[config.mk]
export PLATFORM = sky130hd
export DESIGN_NAME = chan_adapt
export DESIGN_NICKNAME = d
export VERILOG_FILES = /design/src/rtl/chan_adapt_pkg.sv /design/src/rtl/chan_pair_reduce.sv /design/src/rtl/chan_lane.sv /design/src/rtl/chan_adapt.sv
export SDC_FILE = /design/constraint.sdc
export NUM_CORES = 1
export LEC_CHECK = 0
export BUFFER_PORTS_ARGS = -buffer_cell sky130_fd_sc_hd__buf_2
export CORE_ASPECT_RATIO = 1.25
export CORE_MARGIN = 10
export CORE_UTILIZATION = 58
export DETAILED_ROUTE_END_ITERATION = 6
export PLACE_DENSITY_LB_ADDON = 0.1
export SYNTH_ARGS = -nofsm -noshare
export SYNTH_HDL_FRONTEND = slang
export SYNTH_SLANG_ARGS = --single-unit
[constraint.sdc]
create_clock -name clk -period 3.6 [get_ports clk]
set_clock_uncertainty 0.05 [all_clocks]
set_input_delay 0.72 -clock clk [delete_from_list [all_inputs] [get_ports clk]]
set_output_delay 0.72 -clock clk [all_outputs]
set_load 0.02 [all_outputs]
[src/rtl/chan_adapt_pkg.sv]
package chan_adapt_pkg;

   localparam int NUM_DIR  = 2;
   localparam int DIR_PLAY = 0;
   localparam int DIR_CAP  = 1;

   typedef enum logic [1:0] {
      OP_PASS     = 2'd0,
      OP_REDUCE   = 2'd1,
      OP_EXPAND   = 2'd2,
      OP_PASS_ALT = 2'd3
   } op_e;

   typedef enum logic [1:0] {
      PICK_CH0     = 2'd0,
      PICK_CH1     = 2'd1,
      PICK_AVG     = 2'd2,
      PICK_CH0_ALT = 2'd3
   } pick_e;

endpackage

[src/rtl/chan_pair_reduce.sv]
module chan_pair_reduce
   import chan_adapt_pkg::*;
#(
   parameter int SAMPLE_W = 16
) (
   input  logic [SAMPLE_W-1:0] ch0,
   input  logic [SAMPLE_W-1:0] ch1,
   input  pick_e               pick,
   output logic [SAMPLE_W-1:0] mono
);

   localparam int SUM_W = SAMPLE_W + 1;

   if (SAMPLE_W < 2) begin : g_bad_w
      $error("chan_pair_reduce: SAMPLE_W must be at least 2");
   end

   // sum carries one guard bit so the midpoint of two extremes never wraps
   logic signed [SUM_W-1:0] sum;
   assign sum = $signed({ch0[SAMPLE_W-1], ch0}) + $signed({ch1[SAMPLE_W-1], ch1});

   always_comb begin
      case (pick)
         PICK_CH1: mono = ch1;
         PICK_AVG: mono = SAMPLE_W'(sum >>> 1);
         default:  mono = ch0;
      endcase
   end

endmodule

[src/rtl/chan_lane.sv]
module chan_lane
   import chan_adapt_pkg::*;
#(
   parameter int SAMPLE_W = 16
) (
   input  logic                clk,
   input  logic                rst_n,
   input  logic [1:0]          cfg_op,
   input  logic [1:0]          cfg_pick,
   input  logic                cfg_fill,
   input  logic                in_valid,
   output logic                in_ready,
   input  logic [SAMPLE_W-1:0] in_data,
   input  logic                in_last,
   output logic                out_valid,
   input  logic                out_ready,
   output logic [SAMPLE_W-1:0] out_data,
   output logic                out_last
);

   op_e                 op_q, eff_op;
   pick_e               pick_q, eff_pick;
   logic                fill_q;
   logic                mid_q;     // inside a frame: half pair held or pass frame open
   logic                pend_q;    // expanded second beat still to be emitted
   logic [SAMPLE_W-1:0] hold_q;
   logic [SAMPLE_W-1:0] red_data;
   logic                at_bound, can_load, take;

   assign at_bound = !mid_q && !pend_q;
   assign eff_op   = at_bound ? op_e'(cfg_op)     : op_q;
   assign eff_pick = at_bound ? pick_e'(cfg_pick) : pick_q;
   assign can_load = !out_valid || out_ready;

   always_comb begin
      case (eff_op)
         OP_REDUCE: in_ready = mid_q ? can_load : 1'b1;
         OP_EXPAND: in_ready = can_load && !pend_q;
         default:   in_ready = can_load;
      endcase
   end

   assign take = in_valid && in_ready;

   chan_pair_reduce #(.SAMPLE_W(SAMPLE_W)) u_reduce (
      .ch0  (hold_q),
      .ch1  (in_data),
      .pick (eff_pick),
      .mono (red_data)
   );

   always_ff @(posedge clk) begin
      if (!rst_n) begin
         op_q      <= OP_PASS;
         pick_q    <= PICK_CH0;
         fill_q    <= 1'b0;
         mid_q     <= 1'b0;
         pend_q    <= 1'b0;
         hold_q    <= '0;
         out_valid <= 1'b0;
         out_data  <= '0;
         out_last  <= 1'b0;
      end else begin
         if (take && at_bound) begin
            op_q   <= op_e'(cfg_op);
            pick_q <= pick_e'(cfg_pick);
            fill_q <= cfg_fill;
         end
         if (out_ready) out_valid <= 1'b0;
         if (pend_q) begin
            if (can_load) begin
               out_valid <= 1'b1;
               out_data  <= fill_q ? hold_q : '0;
               out_last  <= 1'b1;
               pend_q    <= 1'b0;
            end
         end else if (take) begin
            case (eff_op)
               OP_REDUCE: begin
                  if (!mid_q) begin
                     hold_q <= in_data;
                     mid_q  <= 1'b1;
                  end else begin
                     out_valid <= 1'b1;
                     out_data  <= red_data;
                     out_last  <= 1'b1;
                     mid_q     <= 1'b0;
                  end
               end
               OP_EXPAND: begin
                  out_valid <= 1'b1;
                  out_data  <= in_data;
                  out_last  <= 1'b0;
                  hold_q    <= in_data;
                  pend_q    <= 1'b1;
               end
               default: begin
                  out_valid <= 1'b1;
                  out_data  <= in_data;
                  out_last  <= in_last;
                  mid_q     <= !in_last;
               end
            endcase
         end
      end
   end

   // signed bounds of the pair, used only by the average check
   logic signed [SAMPLE_W-1:0] lo_s, hi_s;
   always_comb begin
      if ($signed(hold_q) < $signed(in_data)) begin
         lo_s = $signed(hold_q);
         hi_s = $signed(in_data);
      end else begin
         lo_s = $signed(in_data);
         hi_s = $signed(hold_q);
      end
   end

   AST_OUT_HOLD: assert property (@(posedge clk) disable iff (!rst_n)
      out_valid && !out_ready |=> out_valid && $stable(out_data) && $stable(out_last))
      else $error("output beat changed under stall");

   AST_SECOND_BEAT: assert property (@(posedge clk) disable iff (!rst_n)
      out_valid && out_ready && !out_last && pend_q && op_q == OP_EXPAND |=> out_valid && out_last)
      else $error("expanded second beat missing");

   AST_CFG_FROZEN: assert property (@(posedge clk) disable iff (!rst_n)
      !at_bound |=> $stable(op_q) && $stable(pick_q) && $stable(fill_q))
      else $error("settings changed inside a frame");

   AST_REDUCE_LAST: assert property (@(posedge clk) disable iff (!rst_n)
      out_valid && op_q == OP_REDUCE |-> out_last)
      else $error("reduced beat without last");

   AST_AVG_BOUNDED: assert property (@(posedge clk) disable iff (!rst_n)
      take && mid_q && eff_op == OP_REDUCE && eff_pick == PICK_AVG |->
         $signed(red_data) >= lo_s && $signed(red_data) <= hi_s)
      else $error("average outside channel range");

endmodule

[src/rtl/chan_adapt.sv]
module chan_adapt
   import chan_adapt_pkg::*;
#(
   parameter int SAMPLE_W = 16
) (
   input  logic                clk,
   input  logic                rst_n,
   input  logic [1:0]          pb_op,
   input  logic [1:0]          pb_pick,
   input  logic                pb_fill,
   input  logic                pb_in_valid,
   output logic                pb_in_ready,
   input  logic [SAMPLE_W-1:0] pb_in_data,
   input  logic                pb_in_last,
   output logic                pb_out_valid,
   input  logic                pb_out_ready,
   output logic [SAMPLE_W-1:0] pb_out_data,
   output logic                pb_out_last,
   input  logic [1:0]          cap_op,
   input  logic [1:0]          cap_pick,
   input  logic                cap_fill,
   input  logic                cap_in_valid,
   output logic                cap_in_ready,
   input  logic [SAMPLE_W-1:0] cap_in_data,
   input  logic                cap_in_last,
   output logic                cap_out_valid,
   input  logic                cap_out_ready,
   output logic [SAMPLE_W-1:0] cap_out_data,
   output logic                cap_out_last
);

   if (!(SAMPLE_W == 8 || SAMPLE_W == 16 || SAMPLE_W == 32)) begin : g_bad_width
      $error("chan_adapt: SAMPLE_W must be 8, 16 or 32");
   end

   logic [1:0]          op_a    [NUM_DIR];
   logic [1:0]          pick_a  [NUM_DIR];
   logic                fill_a  [NUM_DIR];
   logic                iv_a    [NUM_DIR];
   logic                ir_a    [NUM_DIR];
   logic [SAMPLE_W-1:0] id_a    [NUM_DIR];
   logic                il_a    [NUM_DIR];
   logic                ov_a    [NUM_DIR];
   logic                ordy_a  [NUM_DIR];
   logic [SAMPLE_W-1:0] od_a    [NUM_DIR];
   logic                ol_a    [NUM_DIR];

   assign op_a[DIR_PLAY]   = pb_op;
   assign pick_a[DIR_PLAY] = pb_pick;
   assign fill_a[DIR_PLAY] = pb_fill;
   assign iv_a[DIR_PLAY]   = pb_in_valid;
   assign id_a[DIR_PLAY]   = pb_in_data;
   assign il_a[DIR_PLAY]   = pb_in_last;
   assign ordy_a[DIR_PLAY] = pb_out_ready;
   assign pb_in_ready      = ir_a[DIR_PLAY];
   assign pb_out_valid     = ov_a[DIR_PLAY];
   assign pb_out_data      = od_a[DIR_PLAY];
   assign pb_out_last      = ol_a[DIR_PLAY];

   assign op_a[DIR_CAP]    = cap_op;
   assign pick_a[DIR_CAP]  = cap_pick;
   assign fill_a[DIR_CAP]  = cap_fill;
   assign iv_a[DIR_CAP]    = cap_in_valid;
   assign id_a[DIR_CAP]    = cap_in_data;
   assign il_a[DIR_CAP]    = cap_in_last;
   assign ordy_a[DIR_CAP]  = cap_out_ready;
   assign cap_in_ready     = ir_a[DIR_CAP];
   assign cap_out_valid    = ov_a[DIR_CAP];
   assign cap_out_data     = od_a[DIR_CAP];
   assign cap_out_last     = ol_a[DIR_CAP];

   for (genvar d = 0; d < NUM_DIR; d++) begin : g_lane
      chan_lane #(.SAMPLE_W(SAMPLE_W)) u_lane (
         .clk       (clk),
         .rst_n     (rst_n),
         .cfg_op    (op_a[d]),
         .cfg_pick  (pick_a[d]),
         .cfg_fill  (fill_a[d]),
         .in_valid  (iv_a[d]),
         .in_ready  (ir_a[d]),
         .in_data   (id_a[d]),
         .in_last   (il_a[d]),
         .out_valid (ov_a[d]),
         .out_ready (ordy_a[d]),
         .out_data  (od_a[d]),
         .out_last  (ol_a[d])
      );
   end

   AST_RESET_IDLE: assert property (@(posedge clk)
      !rst_n |=> !pb_out_valid && !cap_out_valid)
      else $error("output valid right after reset");

endmodule

==> results <==
- The flow ran to the end, and the final reports show no timing, DRC or antenna violations.
- The post-synthesis register bit count is 82.
- The critical path start-end classification is reg2out.
- In the synthesized netlist the dominant register cell turns out to be dfxtp_1.
- Across the VDD grid, the largest voltage drop is 0.296 mV.
- The most common library cell in the layout ignoring fill and taps is nor2_1.
- Across the run, the number of max-cap violations was 0.
- The routed wire length is 18400 µm.
- The maximum number of pins on one net before global-route repair is 34.
- Compared with the post-synthesis result, the final layout area differs by 15.7%.
- For this design the static power due to leakage is 0.00305 µW.
- The number of top-level design ports is 88.
- The number of vias in the routed layout is 6187.
- The power density over cell area is 544 nW/µm².
- Sorting the synthesized cells by area gives the leading types as dfxtp_1 (28%), mux2i_1 (8.4%), ha_1 (8.1%).
- After global routing the overflow that remains totals 0.
- Of all nets on the critical path, the largest fanout is 9.
- Yosys mapped a number of flops with a built-in enable equal to 0.
- The via count of the first global-routing pass came to 6316.
- The height of the die is 132 µm.
- The initial antenna violation count was 0.
- Clock latency on the worst-skew pair, taken at its later pin, is 350 ps.
- At the end of the flow, the number of nets in the layout was 917.
- The top cell types in the final layout, fill and taps aside, are nor2_1 (97), buf_2 (87), dfxtp_1 (82), nand2_1 (70), a21oi_1 (67).
- The number of clock sinks is 82.
- Buffers added to address setup during post-CTS repair amount to 0.
- At the worst endpoint, the arrival time is 2660 ps.
- The worst pin sits at a relative slew slack of 35.6%.
- Setup repair after global routing left no endpoint under its margin.
- After detailed routing, the number of remaining DRC violations is 0.
- The core area is 9710 µm².
- The launching element type of the critical path is a register.
- The number of H-tree branching levels is 3.
- The final-report hold violation count was 0.
- Summed over all nets, the half-perimeter wirelength after detailed placement is 13700 µm.
- Setup violations remaining at the end of the flow were counted as 0.
- The sequential element share of the synthesized area is 28.1%.
- The final standard cell utilization of the core is 69.7%.
- In this run the deepest clock path goes through 2 buffers.
- The fraction of synthesized cell area taken by the top area cell type is 28.1%.
- The via-per-instance ratio is 6.46.
- The number of detailed-route iterations in the first pass is 5.
- For this run, asynchronously set or reset flops after synthesis account for 0%.
- The class of the tightest hold or removal check is reg2reg.
- The smallest clock period supported by the final layout is computed as 3430 ps.
- At the pin with the least slew margin, the transition time is 963 ps.
- The count of antenna-violating nets left after detailed routing is 0.
- The type of element capturing the critical path is a primary output.
- The global-route wire length before repair is 30400 µm.
- The count of antenna diodes in the layout is 0.
- The post-CTS resize count is 0.
- The die covers 14500 µm².
- The count of filler cells inserted in the layout is 867.
- The biggest area consumer among synthesized cells is dfxtp_1.
- The detailed-route wire length per cell is 19.3 µm.
- The endpoint required time on the critical path is 2830 ps.
- The buffer cell driving the clock tree root is clkbuf_16.
- The clock tree from TritonCTS is done.
- The number of violations reported at the end of detailed-routing iteration 0 is 424.
- The average size of a mapped cell is 7.81 µm².
- In this run the core area contains 40 standard-cell rows.
- Once the floorplan was initialized, standard cells occupied 60.2% of the core.
- The routability congestion estimate is 0.976.
- The post-synthesis cell count is 749.
- From left edge to right edge, the die measures 110 µm.
- The share of layout cells above drive strength 1 is 16.3%.
- Derived from the worst setup path, the maximum achievable clock frequency is 291 MHz.
- The mapped netlist covers 5850 µm².
- The count of port buffers added during placement is 87.
- After routing, the total negative slack on setup checks comes to 0 ps.
- The total clock buffers created by CTS is 9.
- The final critical path takes up 95.3% of the cycle.
- The clock transition at the registers of the reported paths is 60 ps.
- On the final layout, the worst hold slack is 430 ps.
- The synthesized netlist contains 65 unique library cells.
- The number of hold buffers added after CTS was 0.
- The global-route total usage across every layer is 25.3%.
- The number of warning messages in the yosys log is 0.
- The number of pins with negative max-slew slack in the final report is 0.
- The synthesized netlist net count is 839.
-- synth_stat cells, drive strengths merged (4+ instances only) --
cell type and instances:
a211o 4, a211oi 8, a21o 10, a21oi 68, a221o 4, a221oi 18, a22o 5, a22oi 7
a31oi 17, and2 4, and3 7, buf 10, clkbuf 29, dfxtp 82, ha 38, inv 22
mux2 4, mux2i 49, nand2 70, nand2b 17, nand3 11, nand4 4, nor2 97, nor2b 10
nor3 9, o2111ai 4, o211ai 6, o21a 5, o21ai 58, o31ai 9, o41ai 7, xnor2 8
xor2 9
-- area by class of cell --
class                           count  area, µm²  share of cell area (%)
Clock buffer                       11        243                    3.59
Clock inverter                      5       77.6                    1.15
Inverter                           24       90.1                    1.33
Multi-Input combinational cell    604       3950                    58.4
Sequential cell                    82       1640                    24.3
Tap cell                          126        158                    2.33
Timing Repair Buffer              106        603                    8.92
-- metrics by stage --
stage,setup WS [ps],instances,cell area [µm²],power (µW)
final,168,958,6760,3680
after global routing,24.3,958,6760,3870
after CTS,227,958,6760,3660
after detailed placement,382,942,6440,2650
after global placement,528,942,6440,2610
after floorplan,632,749,5850,2200
-- report_power, final --
| part | switching, µW | internal (µW) | total (µW) |
|---|---|---|---|
| Combinational | 936 | 576 | 1510 |
| Sequential | 112 | 1040 | 1160 |
| Clock | 388 | 625 | 1010 |
-- critical path: stages (launching register included) --
cell	delay [ps]
dfxtp_1	410
nor2_1	420
mux2_2	420
ha_1	450
nor2_1	60
o21ai_0	230
o21ai_0	140
buf_2	190
-- flip-flops by register name (all words and copies together), names as in the netlist --
name,count
g_lane.u_lane.op_q,4
g_lane.u_lane.fill_q,2
g_lane.u_lane.out_data,32
g_lane.u_lane.mid_q,2
g_lane.u_lane.out_last,2
g_lane.u_lane.pick_q,4
g_lane.u_lane.out_valid,2
g_lane.u_lane.pend_q,2
g_lane.u_lane.hold_q,32
-- per-layer routing --
layer  global-route usage (%)  vias to the layer above  wire length (µm)
li1                         -                     2925                 -
met1                     27.5                     2907              6940
met2                     44.2                      289              9450
met3                     3.96                       66              1360
met4                     14.9                        0               701
met5                        0                        -                 0
-- final timing paths --
kind | endpoint | from | slack, ps | cells past startpoint
worst min register to register | g_lane[0].u_lane.out_data[0] | g_lane[0].u_lane.out_data[0] | 430 | 2
worst min-delay path | g_lane[0].u_lane.out_data[0] | g_lane[0].u_lane.out_data[0] | 430 | 2
worst max register to register | g_lane[0].u_lane.out_data[11] | g_lane[0].u_lane.mid_q | 270 | 11
worst max-delay path | pb_in_ready | g_lane[0].u_lane.mid_q | 170 | 7
-- kinds of logic after synthesis --
| logic type | share of synthesized area, % |
|---|---|
| AO/OA/AOI/OAI | 28.2 |
| XOR/XNOR | 2.55 |
| adder cells (fa/ha/maj) | 8.81 |
| buffers and inverters | 4.36 |
| flip-flops | 28.1 |
| multiplexers | 9.16 |
| AND/OR/NAND/NOR | 18.9 |
(Power assumes the default switching activity.)
